===== src/rtl/dd_pkg.sv =====
// Shared types for the dual-thread decoder: descriptor layout, class
// codes and decoder states. Field order in desc_t fixes the bit layout
// that the producers of descriptors use.
package dd_pkg;
    localparam int MOP_W = 4;
    localparam int PFX_W = 4;

    typedef enum logic [1:0] {
        CLS_SINGLE = 2'd0,
        CLS_DOUBLE = 2'd1,
        CLS_UCODE  = 2'd2,
        CLS_RSVD   = 2'd3
    } cls_e;

    typedef struct packed {
        cls_e             cls;
        logic [MOP_W-1:0] mops;
        logic [PFX_W-1:0] pfx;
        logic             is_cmp;
        logic             is_jcc;
    } desc_t;

    localparam int DESC_W = $bits(desc_t);

    typedef enum logic [1:0] {
        ST_IDLE  = 2'd0,
        ST_PFX   = 2'd1,
        ST_UCODE = 2'd2
    } st_e;
endpackage


===== src/rtl/desc_fifo.sv =====
// Per-thread descriptor buffer. It shows the two oldest entries and
// can pop zero, one or two per cycle.
// Assumes: DEPTH is a power of two and at least 2; the caller never pushes
// when full and never pops more than the fill level.
module desc_fifo
    import dd_pkg::*;
#(
    parameter int DEPTH = 4
) (
    input  logic                         clk,
    input  logic                         rst_n,
    input  logic                         push,
    input  desc_t                        push_data,
    input  logic [1:0]                   pop_n,
    output logic                         full,
    output logic [$clog2(DEPTH+1)-1:0]   fill,
    output desc_t                        head,
    output desc_t                        next
);
    localparam int PTR_W = $clog2(DEPTH);
    localparam int CNT_W = $clog2(DEPTH + 1);

    desc_t            mem [DEPTH];
    logic [PTR_W-1:0] wr_ptr;
    logic [PTR_W-1:0] rd_ptr;
    logic [CNT_W-1:0] count;

    // Store an incoming descriptor at the write pointer.
    always_ff @(posedge clk) begin
        if (push) mem[wr_ptr] <= push_data;
    end

    // Move the pointers and the fill count.
    always_ff @(posedge clk) begin
        if (!rst_n) begin
            wr_ptr <= '0;
            rd_ptr <= '0;
            count  <= '0;
        end else begin
            if (push) wr_ptr <= wr_ptr + PTR_W'(1);
            rd_ptr <= rd_ptr + PTR_W'(pop_n);
            count  <= count + CNT_W'(push) - CNT_W'(pop_n);
        end
    end

    assign full = (count == CNT_W'(DEPTH));
    assign fill = count;
    assign head = mem[rd_ptr];
    assign next = mem[rd_ptr + PTR_W'(1)];


    fifo_underflow_chk: assert property (@(posedge clk) disable iff (!rst_n)
        CNT_W'(pop_n) <= count);
endmodule


===== src/rtl/thread_pick.sv =====
// Picks which thread owns the decoder this cycle. A lock keeps the owner
// fixed during stalls, microcode sequences and held beats. Otherwise the
// turn holder is chosen, or the other thread if the turn holder is empty.
// Assumes: exactly two threads.
module thread_pick (
    input  logic       turn,
    input  logic [1:0] has_work,
    input  logic       lock_en,
    input  logic       lock_tid,
    output logic       sel,
    output logic       any
);
    // Choose the owner of the decoder for this cycle.
    always_comb begin
        if (lock_en) begin
            sel = lock_tid;
            any = 1'b1;
        end else begin
            sel = has_work[turn] ? turn : ~turn;
            any = |has_work;
        end
    end
endmodule


===== src/rtl/decode_core.sv =====
// Shared decode engine. From the selected thread's two oldest descriptors
// it forms one beat: a pair of singles, a fused compare and jump, a
// double, or a step of a microcode sequence. It also runs the prefix
// stall counter and the turn and lock state.
// Assumes: STALL_MID and STALL_LONG are at least 2; head and next belong to
// the thread given by sel.
module decode_core
    import dd_pkg::*;
#(
    parameter int FILL_W     = 3,
    parameter int STALL_MID  = 15,
    parameter int STALL_LONG = 21
) (
    input  logic              clk,
    input  logic              rst_n,
    input  logic              any,
    input  logic              sel,
    input  desc_t             head,
    input  desc_t             next,
    input  logic [FILL_W-1:0] fill,
    input  logic              out_ready,
    output logic              out_valid,
    output logic [1:0]        out_cnt,
    output logic              out_fused,
    output logic [1:0]        pop_n,
    output logic              lock_en,
    output logic              lock_tid,
    output logic              turn
);
    localparam int PC_W = $clog2(STALL_LONG);
    localparam logic [PC_W-1:0] LOAD_MID  = PC_W'(STALL_MID - 2);
    localparam logic [PC_W-1:0] LOAD_LONG = PC_W'(STALL_LONG - 2);

    st_e              state;
    logic [PC_W-1:0]  pcnt;
    logic [MOP_W-1:0] left;
    logic             pfx_done;
    logic             hold_q;
    logic             lock_q;
    logic             turn_q;
    logic             long_pfx;
    logic             pair_ok;
    logic             accept;
    logic [1:0]       beat_pop;
    logic             unused_fields;

    assign unused_fields = ^{next.mops, next.is_cmp, head.is_jcc};

    assign long_pfx = (head.pfx >= PFX_W'(4)) && !pfx_done;
    assign pair_ok  = (fill > FILL_W'(1)) && (next.cls != CLS_DOUBLE) &&
                      (next.cls != CLS_UCODE) && (next.pfx < PFX_W'(4));
    assign accept   = out_valid && out_ready;
    assign pop_n    = accept ? beat_pop : 2'd0;
    assign lock_en  = (state != ST_IDLE) || pfx_done || hold_q;
    assign lock_tid = lock_q;
    assign turn     = turn_q;

    // Form the beat offered this cycle and how many descriptors it uses.
    always_comb begin
        out_valid = 1'b0;
        out_cnt   = 2'd0;
        out_fused = 1'b0;
        beat_pop  = 2'd0;
        case (state)
            ST_IDLE: begin
                if (any && !long_pfx) begin
                    out_valid = 1'b1;
                    if (head.cls == CLS_UCODE) begin
                        if (head.mops > MOP_W'(2)) begin
                            out_cnt = 2'd2;
                        end else begin
                            out_cnt  = (head.mops == MOP_W'(2)) ? 2'd2 : 2'd1;
                            beat_pop = 2'd1;
                        end
                    end else if (head.cls == CLS_DOUBLE) begin
                        out_cnt  = 2'd2;
                        beat_pop = 2'd1;
                    end else if (pair_ok && head.is_cmp && next.is_jcc) begin
                        out_cnt   = 2'd1;
                        out_fused = 1'b1;
                        beat_pop  = 2'd2;
                    end else if (pair_ok) begin
                        out_cnt  = 2'd2;
                        beat_pop = 2'd2;
                    end else begin
                        out_cnt  = 2'd1;
                        beat_pop = 2'd1;
                    end
                end
            end
            ST_UCODE: begin
                out_valid = 1'b1;
                out_cnt   = (left >= MOP_W'(2)) ? 2'd2 : 2'd1;
                beat_pop  = (left <= MOP_W'(2)) ? 2'd1 : 2'd0;
            end
            default: ;
        endcase
    end

    // Advance the stall, microcode, turn and lock state.
    always_ff @(posedge clk) begin
        if (!rst_n) begin
            state    <= ST_IDLE;
            pcnt     <= '0;
            left     <= '0;
            pfx_done <= 1'b0;
            hold_q   <= 1'b0;
            lock_q   <= 1'b0;
            turn_q   <= 1'b0;
        end else begin
            hold_q <= out_valid && !out_ready;
            if (out_valid && !out_ready) lock_q <= sel;
            if (accept) begin
                turn_q   <= ~sel;
                pfx_done <= 1'b0;
            end
            case (state)
                ST_IDLE: begin
                    if (any && long_pfx) begin
                        state  <= ST_PFX;
                        pcnt   <= (head.pfx >= PFX_W'(8)) ? LOAD_LONG : LOAD_MID;
                        lock_q <= sel;
                    end else if (accept && head.cls == CLS_UCODE &&
                                 head.mops > MOP_W'(2)) begin
                        state  <= ST_UCODE;
                        left   <= head.mops - MOP_W'(2);
                        lock_q <= sel;
                    end
                end
                ST_PFX: begin
                    if (pcnt == '0) begin
                        state    <= ST_IDLE;
                        pfx_done <= 1'b1;
                    end else begin
                        pcnt <= pcnt - PC_W'(1);
                    end
                end
                ST_UCODE: begin
                    if (accept) begin
                        if (left <= MOP_W'(2)) state <= ST_IDLE;
                        else left <= left - MOP_W'(2);
                    end
                end
                default: state <= ST_IDLE;
            endcase
        end
    end


    held_beat_chk: assert property (@(posedge clk) disable iff (!rst_n)
        out_valid && !out_ready |=> out_valid && $stable(sel));


    ucode_cont_chk: assert property (@(posedge clk) disable iff (!rst_n)
        accept && beat_pop == 2'd0 |=> out_valid && $stable(sel));


    pfx_block_chk: assert property (@(posedge clk) disable iff (!rst_n)
        state == ST_PFX && pcnt != '0 |=> !out_valid);


    beat_size_chk: assert property (@(posedge clk) disable iff (!rst_n)
        out_valid |-> (out_cnt == 2'd1 || out_cnt == 2'd2));
endmodule


===== src/rtl/dual_decode.sv =====
// Top of the dual-thread shared decoder: two descriptor buffers (one per
// thread), the thread picker and the shared decode engine. One beat of up
// to two macro-ops goes out per cycle on a valid/ready output.
// Assumes: descriptors follow dd_pkg::desc_t; DEPTH is a power of two >= 2.
module dual_decode
    import dd_pkg::*;
#(
    parameter int DEPTH      = 4,
    parameter int STALL_MID  = 15,
    parameter int STALL_LONG = 21
) (
    input  logic              clk,
    input  logic              rst_n,
    input  logic              t0_valid,
    input  logic [DESC_W-1:0] t0_desc,
    output logic              t0_ready,
    input  logic              t1_valid,
    input  logic [DESC_W-1:0] t1_desc,
    output logic              t1_ready,
    output logic              out_valid,
    input  logic              out_ready,
    output logic              out_tid,
    output logic [1:0]        out_cnt,
    output logic              out_fused
);
    localparam int NTHR  = 2;
    localparam int CNT_W = $clog2(DEPTH + 1);

    logic [NTHR-1:0]  push_v;
    logic [NTHR-1:0]  full;
    logic [NTHR-1:0]  has_work;
    desc_t            push_d [NTHR];
    desc_t            head_d [NTHR];
    desc_t            next_d [NTHR];
    logic [CNT_W-1:0] fill   [NTHR];
    logic [1:0]       pop_n  [NTHR];
    logic [1:0]       core_pop;
    logic             sel;
    logic             any;
    logic             lock_en;
    logic             lock_tid;
    logic             turn;

    assign push_v    = {t1_valid, t0_valid};
    assign push_d[0] = desc_t'(t0_desc);
    assign push_d[1] = desc_t'(t1_desc);
    assign t0_ready  = !full[0];
    assign t1_ready  = !full[1];
    assign out_tid   = sel;

    for (genvar g = 0; g < NTHR; g++) begin : g_thr
        desc_fifo #(.DEPTH(DEPTH)) u_buf (
            .clk       (clk),
            .rst_n     (rst_n),
            .push      (push_v[g] && !full[g]),
            .push_data (push_d[g]),
            .pop_n     (pop_n[g]),
            .full      (full[g]),
            .fill      (fill[g]),
            .head      (head_d[g]),
            .next      (next_d[g])
        );
        assign pop_n[g]    = (sel == 1'(g)) ? core_pop : 2'd0;
        assign has_work[g] = (fill[g] != '0);
    end

    thread_pick u_pick (
        .turn     (turn),
        .has_work (has_work),
        .lock_en  (lock_en),
        .lock_tid (lock_tid),
        .sel      (sel),
        .any      (any)
    );

    decode_core #(
        .FILL_W     (CNT_W),
        .STALL_MID  (STALL_MID),
        .STALL_LONG (STALL_LONG)
    ) u_core (
        .clk       (clk),
        .rst_n     (rst_n),
        .any       (any),
        .sel       (sel),
        .head      (head_d[sel]),
        .next      (next_d[sel]),
        .fill      (fill[sel]),
        .out_ready (out_ready),
        .out_valid (out_valid),
        .out_cnt   (out_cnt),
        .out_fused (out_fused),
        .pop_n     (core_pop),
        .lock_en   (lock_en),
        .lock_tid  (lock_tid),
        .turn      (turn)
    );


    pop_on_accept_chk: assert property (@(posedge clk) disable iff (!rst_n)
        (pop_n[0] != 2'd0 || pop_n[1] != 2'd0) |-> out_valid && out_ready);
endmodule


===== config.mk =====
export PLATFORM = sky130hd
export DESIGN_NAME = dual_decode
export DESIGN_NICKNAME = d
export VERILOG_FILES = /design/src/rtl/dd_pkg.sv /design/src/rtl/desc_fifo.sv /design/src/rtl/thread_pick.sv /design/src/rtl/decode_core.sv /design/src/rtl/dual_decode.sv
export SDC_FILE = /design/constraint.sdc
export NUM_CORES = 1
export LEC_CHECK = 0
export BUFFER_PORTS_ARGS = -buffer_cell sky130_fd_sc_hd__buf_2
export CORE_MARGIN = 2
export CORE_UTILIZATION = 50
export CTS_CLUSTER_DIAMETER = 200
export DETAILED_ROUTE_END_ITERATION = 12
export PLACE_DENSITY = 0.68
export SLEW_MARGIN = 30
export SYNTH_ARGS = -nofsm -noshare
export SYNTH_HDL_FRONTEND = slang
export SYNTH_SLANG_ARGS = --single-unit

===== constraint.sdc =====
create_clock -name clk -period 6.04 [get_ports clk]
set_input_delay 1.51 -clock clk [delete_from_list [all_inputs] [get_ports clk]]
set_output_delay 1.51 -clock clk [all_outputs]
set_load 0.01 [all_outputs]

Word level (Yosys, flattened, before mapping)
Memory sizes are Yosys's and may differ from the RTL's. A register that Yosys moved wholly into a read port is not among the register bits. Index checks and enable logic that the tools add are counted.

Flip-flop bits (word level): 29. Bits in writable memories: 96. Bits of input ports: 29. Output and inout bits: 7. Logic and storage cells: 158. Memories kept: 2.

Memories: g_thr[0].u_buf.mem (words 4, width 12, read ports 2, clocked after Yosys merged registers in 1, wr ports 1, RTL line desc_fifo.sv:23) `desc_t mem [DEPTH];`; g_thr[1].u_buf.mem (words 4, width 12, read ports 2, clocked after Yosys merged registers in 1, wr ports 1, RTL line desc_fifo.sv:23).

Add/sub/neg operators: 13. Order comparisons: 9. Eq/ne operators: 18. Mux-type cells: 68. Bitwise logic cells: 3. Reduce and logical (&&, ||, !) cells: 32.

Operator list (number): 12-bit 2-to-1 mux (6); 2-bit 2-to-1 mux (22); 1-bit 2-to-1 mux (24); 4-bit 2-to-1 mux (4); 5-bit 2-to-1 mux (3); 1-bit logical AND (14); 2-bit by 1-bit != test with 1-bit output, second input constant (6); 5-bit one-hot mux with 2 select lines (1); 3-bit 2-to-1 mux (3); 2-bit by 1-bit adder with 2-bit output, second input constant (4); 2-bit != test, second input constant (4); 2-bit one-hot mux with 2 select lines (2); 4-bit one-hot mux with 2 select lines (1); 4-bit by 2-bit subtractor with 4-bit output, second input constant (2); 3-bit by 1-bit adder with 3-bit output (2); 3-bit == test, second input constant (2); 2-bit one-hot mux with 3 select lines (1); 2-bit nonzero test (3); 3-bit nonzero test (2); 3-bit by 2-bit subtractor with 3-bit output (2); 1-bit logical NOT (5); 5-bit logical NOT (1); 5-bit AND reduction (1); 5-bit by 1-bit subtractor with 5-bit output, second input constant (1); 22 further kinds (27).

Depth between registers and ports, before layout
Gate-level depths: netlist (run 1).

Depth after elaboration: 24. Gate-level depth with buffers: 15. Depth with buffers taken out: 14.

By module
Synthesis (run 1) repeated with hierarchy kept, for this count alone.

Cells, all modules: 414. Area total of the unflattened synthesis: 6535.0 sq um.

Modules (own cells, without submodules): desc_fifo (g_thr[1].u_buf) (instances 1, cells each 117, area an instance 2519.9 sq um, sequential area each 1581.5 sq um); desc_fifo (g_thr[0].u_buf) (instances 1, cells each 116, area an instance 2516.2 sq um, sequential area each 1581.5 sq um); decode_core (instances 1, cells each 136, area an instance 1067.3 sq um, sequential area each 300.3 sq um); dual_decode (instances 1, cells each 40, area an instance 395.4 sq um, sequential area each 0.0 sq um); thread_pick (instances 1, cells each 5, area an instance 36.3 sq um, sequential area each 0.0 sq um).

Worst setup path before layout (run 1)
OpenSTA, ideal clock, no wires.

Path kind: input-to-reg. From: input out_ready. To: register g_thr[0].u_buf.count[2]. Setup time: 128 ps. Arrival: 3440 ps. Required time: 5912 ps. Slack: 2472 ps. Stages on the path: 10. Path buffers: 1. Path through: clkbuf_1 -> o21ai_0 -> a311oi_1 -> and2_1 -> xnor2_1 -> ha_1 -> fa_1 -> xnor2_1 -> xnor2_1 -> nor2_1.

Word-level cells in the longest chain between the ends: 4.

Ends and longest elaborated chain: start, declared (RTL line dual_decode.sv:21) `input logic out_ready,`; 1-bit logical AND (RTL line decode_core.sv:52) `assign accept = out_valid && out_ready;`; 2-bit 2-to-1 mux (RTL line decode_core.sv:53) `assign pop_n = accept ? beat_pop : 2'd0;`; 2-bit 2-to-1 mux (RTL line dual_decode.sv:63) `assign pop_n[g] = (sel == 1'(g)) ? core_pop : 2'd0;`; 3-bit by 2-bit subtractor with 3-bit output (RTL line desc_fifo.sv:42) `count <= count + CNT_W'(push) - CNT_W'(pop_n);`; end signal, assigned (RTL line desc_fifo.sv:42); end, declared (RTL line desc_fifo.sv:26) `logic [CNT_W-1:0] count;`.

Every way passes these cells. A chain may end at the register's enable or synchronous reset.

Worst setup path after layout (run 1)
From: register g_thr[1].u_buf.rd_ptr[1]. To: output out_fused.

Word-level cells in the longest chain between the ends: 16. Elaborated cells on any way between the ends: 18. Classes of those cells: add/sub: 1; order compare: 1; eq/ne: 2; mux: 8; reduce/logical: 5; memory: 1.

Ends and longest elaborated chain: start, declared (RTL line desc_fifo.sv:25) `logic [PTR_W-1:0] rd_ptr;`; start signal, assigned (RTL line desc_fifo.sv:41) `rd_ptr <= rd_ptr + PTR_W'(pop_n);`; 2-bit by 1-bit adder with 2-bit output * (RTL line desc_fifo.sv:49) `assign next = mem[rd_ptr + PTR_W'(1)];`; memory read 4 x 12 bit *; 12-bit 2-to-1 mux (implied by the code) * (3 in a row) (RTL line dual_decode.sv:86) `.next (next_d[sel]),`; parallel branches: the longest is 5 deep, another holds 4-bit by 3-bit < comparator with 1-bit output; 1-bit logical AND * (RTL line decode_core.sv:78) `end else if (pair_ok && head.is_cmp && next.is_jcc) begin`; 1-bit 2-to-1 mux * (RTL line decode_core.sv:78); 1-bit 2-to-1 mux * (RTL line decode_core.sv:75) `end else if (head.cls == CLS_DOUBLE) begin`; 1-bit 2-to-1 mux * (RTL line decode_core.sv:68) `if (head.cls == CLS_UCODE) begin`; 1-bit 2-to-1 mux * (RTL line decode_core.sv:66) `if (any && !long_pfx) begin`; 1-bit 2-to-1 mux * (RTL line decode_core.sv:64) `case (state)`; end, declared (RTL line dual_decode.sv:24) `output logic out_fused`.

Every way passes the cells marked *. The select of a mux whose other input is x is not followed.

==> metrics list, run 1 <==
* Status: finished clean
- Overall power consumption after layout is estimated at between 2 and 2.5 mW.
- Count of hold buffers inserted by post-cts repair: 0
- STA puts the critical path data required time at between 4 and 5 ns.
- The routed layout has roughly 3300 vias.
* Clock tree from TritonCTS: done
- Number of standard cells in the final layout excluding fillers: approximately 570
* Insertion delay to the later sink of the worst-skew pair: roughly 0.36 ns
* Io pins: 36
- The share of total power dissipated in sequential elements is between 40% and 50%.
- After detailed routing, the number of vias per cell comes to about 5.8.
- The first global-routing pass estimated 17000 um of wire.
- The final number of max-transition violations was 0.
- At the end of routability-driven placement, the weighted congestion stood at around 0.85.
- In this run the tightest slew margin relative to its limit is a little over two fifths.
* Final hold vios: 0
* Post-layout worst setup margin: around 1.4 ns
- First-pass iteration count of the detailed router: 4
- In this run the worst path has a maximum fanout of 17.
- The worst setup path is launched from a flip-flop.
* Routed length per instance: approximately 18 um
- Clock-pin slew was measured on the worst setup and hold paths at 0.11 ns.
- The largest single stage delay on the critical path is 0.84 ns.
- STA puts the critical path data arrival time at 3.12 ns.
* Part of the power in the clock network: a little under a fifth
- For this run, the share of the core covered by cells in the final layout is roughly 55%.
- In this run, post-CTS repair resized a total of 0 instances.
- In the synthesized netlist, the number of instances is just over 400.
- Number of enable flip-flop cells after synthesis: 80
- Core box area: 0.0103 mm^2
- Setup bufs post-CTS: 0
- Combined area of all synthesized cells: between 0.005 and 0.006 mm^2
- Largest net degree at the start of global routing: 24
- The layout has between 800 and 900 filler cells.
- Post-Route Hold Slack: about 0.5 ns
* Mean Syn Cell Area: 12.9 um^2
- The slowest stage of the critical path belongs to the cell sky130_fd_sc_hd__dfxtp_1.
- Timing analysis after detailed placement gives a worst setup slack of 1.80 ns.
- When the netlist entered floorplanning its net count stood at about 450.
- The analysis attributes to cell leakage a power of approximately 1.9 nW.
* Period utilisation layout: around 77%
* Vias in the first global route: 3291
- In this run the power spent charging and discharging nets is around 0.85 mW.
- Path type of the worst min-delay path: reg2reg
- Unrepaired setup endpoints after global routing: no
- The number of clock buffers added by TritonCTS is 9.
- FF+latch count, synth: 109
- IR analysis of the VDD net gives a maximum drop of approximately 0.00018 V.
- Internal portion of total power: between 1 and 1.5 mW
- Standard cell area after detailed placement: about 0.0055 mm^2
- In this run the deepest clock path goes through 2 buffers.
- Highest-count cells in the layout ignoring fill and taps: sky130_fd_sc_hd__edfxtp_1, sky130_fd_sc_hd__nor2_1, sky130_fd_sc_hd__buf_2, sky130_fd_sc_hd__nand2_1, sky130_fd_sc_hd__dfxtp_1
- Aggregate global-route resource usage: about a fifth
* Skew final: between 0.01 and 0.015 ns
- The count of nets left with antenna violations once routing finished came out at 0.
* Antenna violations before repair: 0
- 0 antenna diodes ended up in the layout.
- The H-tree was split into 3 levels.
- Number of buffer cells added on primary ports: 31
- The floorplan step set the die height to around 110 um.
- Root buf cell: sky130_fd_sc_hd__clkbuf_8
- DRC violations left: 0
* CTS sink count: 109
- Standard-cell row count: 37
* Crit path time final: ~4.6 ns
* Commonest non-fill, non-tap cell in the layout: sky130_fd_sc_hd__edfxtp_1
- Die area: around 0.011 mm^2
- Placed cell count: ~560
- Count of yosys warnings during synthesis: 0
* Total global routing overflow: 0
* Worst Tran Pin Value: about 0.84 ns
- The finished cells cover ~0.0057 mm^2.
- Combinational group share of total power: 38.1%
* Iteration-0 DRC count of the detailed router: 200
- Max-cap violations in this run came to 0.
- For this run, the post-layout net count is ~480.
- The critical path is of the reg2out type.
- Setup violations remaining at the end of the flow were counted as 0.
* Final routed wirelength across all metal layers: between 10000 and 15000 um
* Initial core utilization: about 50%
- Ratio of total power to cell area: between 400 and 500 mW/mm^2
* Count of distinct cell types in the synthesized netlist: 56
* Floorplan die width: approximately 110 um
* Ys async rst share: 0%
* Sequential element share of the synthesized area: approximately 57%
* Cell breakdown of the critical path: mux4_2 -> xnor2_1 -> o211ai_1 -> o32a_4 -> nor3_1 -> buf_2
- Highest clock frequency the design can meet: ~220 MHz
- Compared with the post-synthesis result, the final layout area differs by 7.84%.
- Post-detail-place hpwl: about 7300 um
* Layout cell share with drive strength beyond 1: between 10% and 20%
- Top FF cell, synth: sky130_fd_sc_hd__edfxtp_1
- In this run switching power makes up between 30% and 40% of total power.
- Final setup TNS: 0 ns
* Worst setup EP type: output pin
-- logic make-up (layout without fill, tap and decap cells) --
logic type / count (synthesis) / after routing / share of synthesized area (%)
buf+inv: 31 / 61 / 2.93
fa+ha+maj: 18 / 18 / 4.58
xor+xnor: 12 / 12 / 2.00
compound gates: 67 / 67 / 9.16
flops: 109 / 109 / 56.8
mux: 27 / 27 / 10.4
simple gates: 142 / 142 / 14.1
-- power groups by stage --
stage | Clock (mW) | Combinational [mW] | Sequential [mW]
CTS | 0.426 | 0.862 | 0.990
global route | 0.455 | 0.977 | 1.00
detailed placement | 0 | 0.857 | 1.01
finish | 0.414 | 0.863 | 0.990
global placement | 0 | 0.842 | 1.00
floorplan | 0 | 0.682 | 0.977
-- registers in the layout, summed over array words and instances (netlist names) --
| name | count |
|---|---|
| g_thr.u_buf.rd_ptr | 4 |
| g_thr.u_buf.wr_ptr | 4 |
| g_thr.u_buf.mem | 80 |
| u_core.hold_q | 1 |
| u_core.pcnt | 5 |
| u_core.left | 4 |
| u_core.state | 2 |
| g_thr.u_buf.fill | 6 |
| u_core.lock_tid | 1 |
| u_core.turn | 1 |
| u_core.pfx_done | 1 |
-- layer usage --
metal | global-route usage (%) | part of all wire (%) | vias up
li1 | - | - | 1587
met1 | 28.5 | 47 | 1610
met2 | 30.5 | 47 | 89
met3 | 3.19 | 4.0 | 15
met4 | 6.40 | 1.8 | 0
met5 | 0 | 0 | -
-- path summary, 6_finish.rpt --
check	from	to	slack [ns]	cells past startpoint
min	u_core.pcnt[1]	u_core.pcnt[1]	0.49	2
max reg2reg	g_thr[1].u_buf.rd_ptr[1]	g_thr[0].u_buf.fill[2]	2.03	12
max	g_thr[1].u_buf.rd_ptr[1]	out_fused	1.41	6
min reg2reg	u_core.pcnt[1]	u_core.pcnt[1]	0.49	2
-- critical path, delay by kind of cell, from the launching register on --
kind	cells	cell delay [ns]
flops	1	0.84
compound gates	2	0.61
mux	1	0.60
simple gates	1	0.30
xor+xnor	1	0.22
buf+inv	1	0.19
-- cells in the mapped netlist, types with 3 or more instances --
| cell | n | area share [%] |
|---|---|---|
| sky130_fd_sc_hd__edfxtp_1 | 80 | 46 |
| sky130_fd_sc_hd__nor2_1 | 40 | 2.9 |
| sky130_fd_sc_hd__nand2_1 | 30 | 2.1 |
| sky130_fd_sc_hd__dfxtp_1 | 29 | 11 |
| sky130_fd_sc_hd__mux4_2 | 22 | 9.4 |
| sky130_fd_sc_hd__ha_1 | 16 | 3.8 |
| sky130_fd_sc_hd__inv_1 | 13 | 0.93 |
| sky130_fd_sc_hd__nand3_1 | 13 | 1.2 |
| sky130_fd_sc_hd__a21oi_1 | 12 | 1.1 |
| sky130_fd_sc_hd__o21ai_0 | 12 | 1.1 |
| sky130_fd_sc_hd__and3_1 | 10 | 1.2 |
| sky130_fd_sc_hd__nor3_1 | 10 | 0.95 |
| sky130_fd_sc_hd__xnor2_1 | 10 | 1.7 |
| sky130_fd_sc_hd__clkbuf_1 | 8 | 0.57 |
| sky130_fd_sc_hd__nand2b_1 | 8 | 0.95 |
| sky130_fd_sc_hd__and2_1 | 7 | 0.83 |
| sky130_fd_sc_hd__o211ai_1 | 6 | 0.86 |
| sky130_fd_sc_hd__a211oi_1 | 5 | 0.72 |
| sky130_fd_sc_hd__a21o_1 | 5 | 0.72 |
| sky130_fd_sc_hd__mux2i_1 | 5 | 0.95 |
| sky130_fd_sc_hd__nor2b_1 | 5 | 0.60 |
| sky130_fd_sc_hd__buf_2 | 4 | 0.38 |
| sky130_fd_sc_hd__o31ai_1 | 4 | 0.57 |
| sky130_fd_sc_hd__a31oi_1 | 3 | 0.36 |
| sky130_fd_sc_hd__buf_6 | 3 | 0.64 |
| sky130_fd_sc_hd__nor3b_1 | 3 | 0.43 |
| sky130_fd_sc_hd__or2_1 | 3 | 0.36 |
| sky130_fd_sc_hd__or4_1 | 3 | 0.43 |
-- final cells by class --
type,instances,area [um^2],area share (%)
inverter,14,55.1,0.973
clock buffer,10,128,2.26
multi-input combinational,266,2110,37.3
sequential,109,2980,52.7
timing repair buffer,31,155,2.74
clock inverter,6,57.6,1.02
tap,136,170,3.01
No activity file was read; power rests on OpenSTA's default activity.
==> run 2, diff against run 1 <==
Clock period 6.04 ns to 4.45 ns, I/O delays scaled along.
==> metrics list, run 2 (synthesized netlist as in run 1, its figures left out) <==
- Root buf cell: sky130_fd_sc_hd__clkbuf_8
- Relative slew slack: 43.7% (-0.13 points)
- The number of filler cells placed in the layout was 863 (-1.4%).
- Die area: 0.0113 mm^2 (unchanged)
- The floorplan row count came to 37 (unchanged).
* Critical register-to-register path startpoint: g_thr[1].u_buf.rd_ptr[1]
* Inserted Diodes: 0 (unchanged)
- First-pass iteration count of the detailed router: 5 (+1)
- The boundary pin count came to 36 (unchanged).
- Post-layout nets: 483 (+1.0%)
* Final core utilization: 55.7% (+0.61 points)
* Antenna violations before repair: 0 (unchanged)
- Highest-count cells in the layout ignoring fill and taps: sky130_fd_sc_hd__edfxtp_1, sky130_fd_sc_hd__nor2_1, sky130_fd_sc_hd__buf_2, sky130_fd_sc_hd__nand2_1, sky130_fd_sc_hd__dfxtp_1
- Setup repair after global routing left no endpoint under its margin.
- Highest clock frequency the design can meet: approximately 240 MHz
- The post-placement cell area was 0.00551 mm^2 (+0.69%).
- The worst path uses a little over nine tenths of the clock period.
* Number of max-cap violations: 0 (unchanged)
- The count of nets left with antenna violations after detail routing came to 0 (unchanged).
- The number of instances resized during post-cts repair was 0 (unchanged).
* Overall power consumption: 3.16 mW (+40%)
- Placed cell count: 561 (+0.90%)
* Total global routing overflow: 0 (unchanged)
- Maximum clock path buffer count: 2 (unchanged)
- DRC violations left: 0 (unchanged)
* P&R area growth vs syn: 9.04%
- Detailed-route vias per instance: 5.89 (+2.1%)
- Layout cell share with drive strength beyond 1: 18.1% (+0.94 points)
* Commonest non-fill, non-tap cell in the layout: sky130_fd_sc_hd__edfxtp_1
- Core box area: 0.0103 mm^2 (unchanged)
- Number of buffer cells added on primary ports: 31 (unchanged)
- Initial core utilization: 51.1% (unchanged)
- The slew at the pin closest to its max-slew limit is 0.844 ns (+0.00199 ns).
* Crit Path Class: reg2out
- The flow ran to the end, and the final reports show no timing, DRC or antenna violations.
- Clock transition time at the flip-flop clock pins of the worst setup and hold paths: 0.10 ns (about the same)
- The final instance area came to 0.00572 mm^2 (+1.1%).
* Number of flip-flops under the largest register name: 80 (unchanged)
- Post-Route Hold Slack: 0.488 ns (-0.00329 ns)
- The post-route worst setup slack came to 0.207 ns (-1.20 ns).
* Launching element of the worst setup path: g_thr[1].u_buf.rd_ptr[1]
* Largest net degree at the start of global routing: 24 (unchanged)
- The number of global-route vias before repair came to 3395 (+3.2%).
- The arrival time at the worst endpoint came to 3.13 ns (about the same).
- The aggregate global-route resource usage was 19.7% (+0.056 points).
- STA classifies the critical path startpoint as a flip-flop.
- TritonCTS built the clock tree.
* Number of vias after detailed routing: 3399 (+3.0%)
- Post-detail-place hpwl: 7520 um (+2.5%)
- Final setup TNS: 0 ns (unchanged)
* Register with the most flip-flops: g_thr.u_buf.mem
- Crit path time final: around 4.2 ns
- The power per unit of standard cell area came to 553 mW/mm^2 (+38%).
- The TritonCTS sink count came to 109 (unchanged).
* Maximum VDD drop: 0.000261 V (+44%)
- The floorplan die width was 106 um (unchanged).
- The worst setup timing slack at the placement stage came to 0.522 ns (-1.28 ns).
- Path type of the worst min-delay path: reg2reg
- The global-route wire length before repair was 17100 um (+0.81%).
- Setup violation total in the final timing report: 0 (unchanged)
- The height of the die is 106 um (unchanged).
- The average wire per standard cell came to 18.2 um (+2.2%).
- Final hold vios: 0 (unchanged)
- Inserted Clock Buffers: 9 (unchanged)
* Skew final: 0.00844 ns (-0.00461 ns)
- Count of hold buffers inserted by post-cts repair: 0 (unchanged)
- The total wire length after detailed routing was 10500 um (+3.1%).
- Leakage Power: 1.98 nW (+2.4%)
- Required time reported for the critical path endpoint: 3.34 ns (-1.19 ns)
* Largest driver fanout on the critical path: 17 (unchanged)
- The setup fix buffers added after clock tree synthesis is 0 (unchanged).
* Worst hold start: u_core.lock_tid
- Number of standard cells in the final layout excluding fillers: 577 (+0.87%)
- The routability congestion estimate from global placement came to 0.852 (+0.42%).
* Count of pins over their slew limit: 0 (unchanged)
* Insertion delay to the later sink of the worst-skew pair: 0.37 ns (about the same)
- STA classifies the critical path endpoint as an output pin.
- Iteration-0 DRC count of the detailed router: 214 (+7.0%)
* Deepest level of the CTS H-tree: 3 (unchanged)
-- run 2: routing by layer --
layer / routed length (um) / vias up / part of all wire [%] / GRT usage (%)
met1: 4730 / 1674 / 45 / 27.5
li1: - / 1599 / - / -
met4: 189 / 0 / 1.8 / 6.40
met2: 4980 / 108 / 47 / 31.7
met3: 595 / 18 / 5.7 / 3.31
met5: 0 / - / 0 / 0
-- run 2: area by class of cell --
type	count	area, um^2	share of cell area, %
timing repair buffer	36	193	3.37
sequential	109	2980	52.2
clock buffer	10	128	2.23
clock inverter	6	81.3	1.42
multi-input combinational	266	2110	36.9
inverter	14	55.1	0.962
tap	136	170	2.97
-- run 2: report_power, final --
| part | leakage, nW | switching [mW] | internal [mW] | total, mW |
|---|---|---|---|---|
| Combinational | 0.905 | 0.723 | 0.475 | 1.20 |
| Clock | 0.105 | 0.349 | 0.274 | 0.622 |
| Sequential | 0.971 | 0.101 | 1.24 | 1.34 |
-- run 2: worst paths after layout --
path / end / slack [ns] / depth (start not counted)
max reg2reg: g_thr[0].u_buf.fill[2] / 0.54 / 12
min reg2reg: u_core.lock_tid / 0.49 / 2
max: out_fused / 0.21 / 6
min: u_core.lock_tid / 0.49 / 2
-- run 2: worst max-delay path, stage by stage (launching register included) --
cell and delay (ns):
sky130_fd_sc_hd__dfxtp_1 0.82, sky130_fd_sc_hd__mux4_2 0.60, sky130_fd_sc_hd__xnor2_1 0.20, sky130_fd_sc_hd__o211ai_1 0.17, sky130_fd_sc_hd__o32a_4 0.43, sky130_fd_sc_hd__nor3_1 0.35, sky130_fd_sc_hd__buf_2 0.20
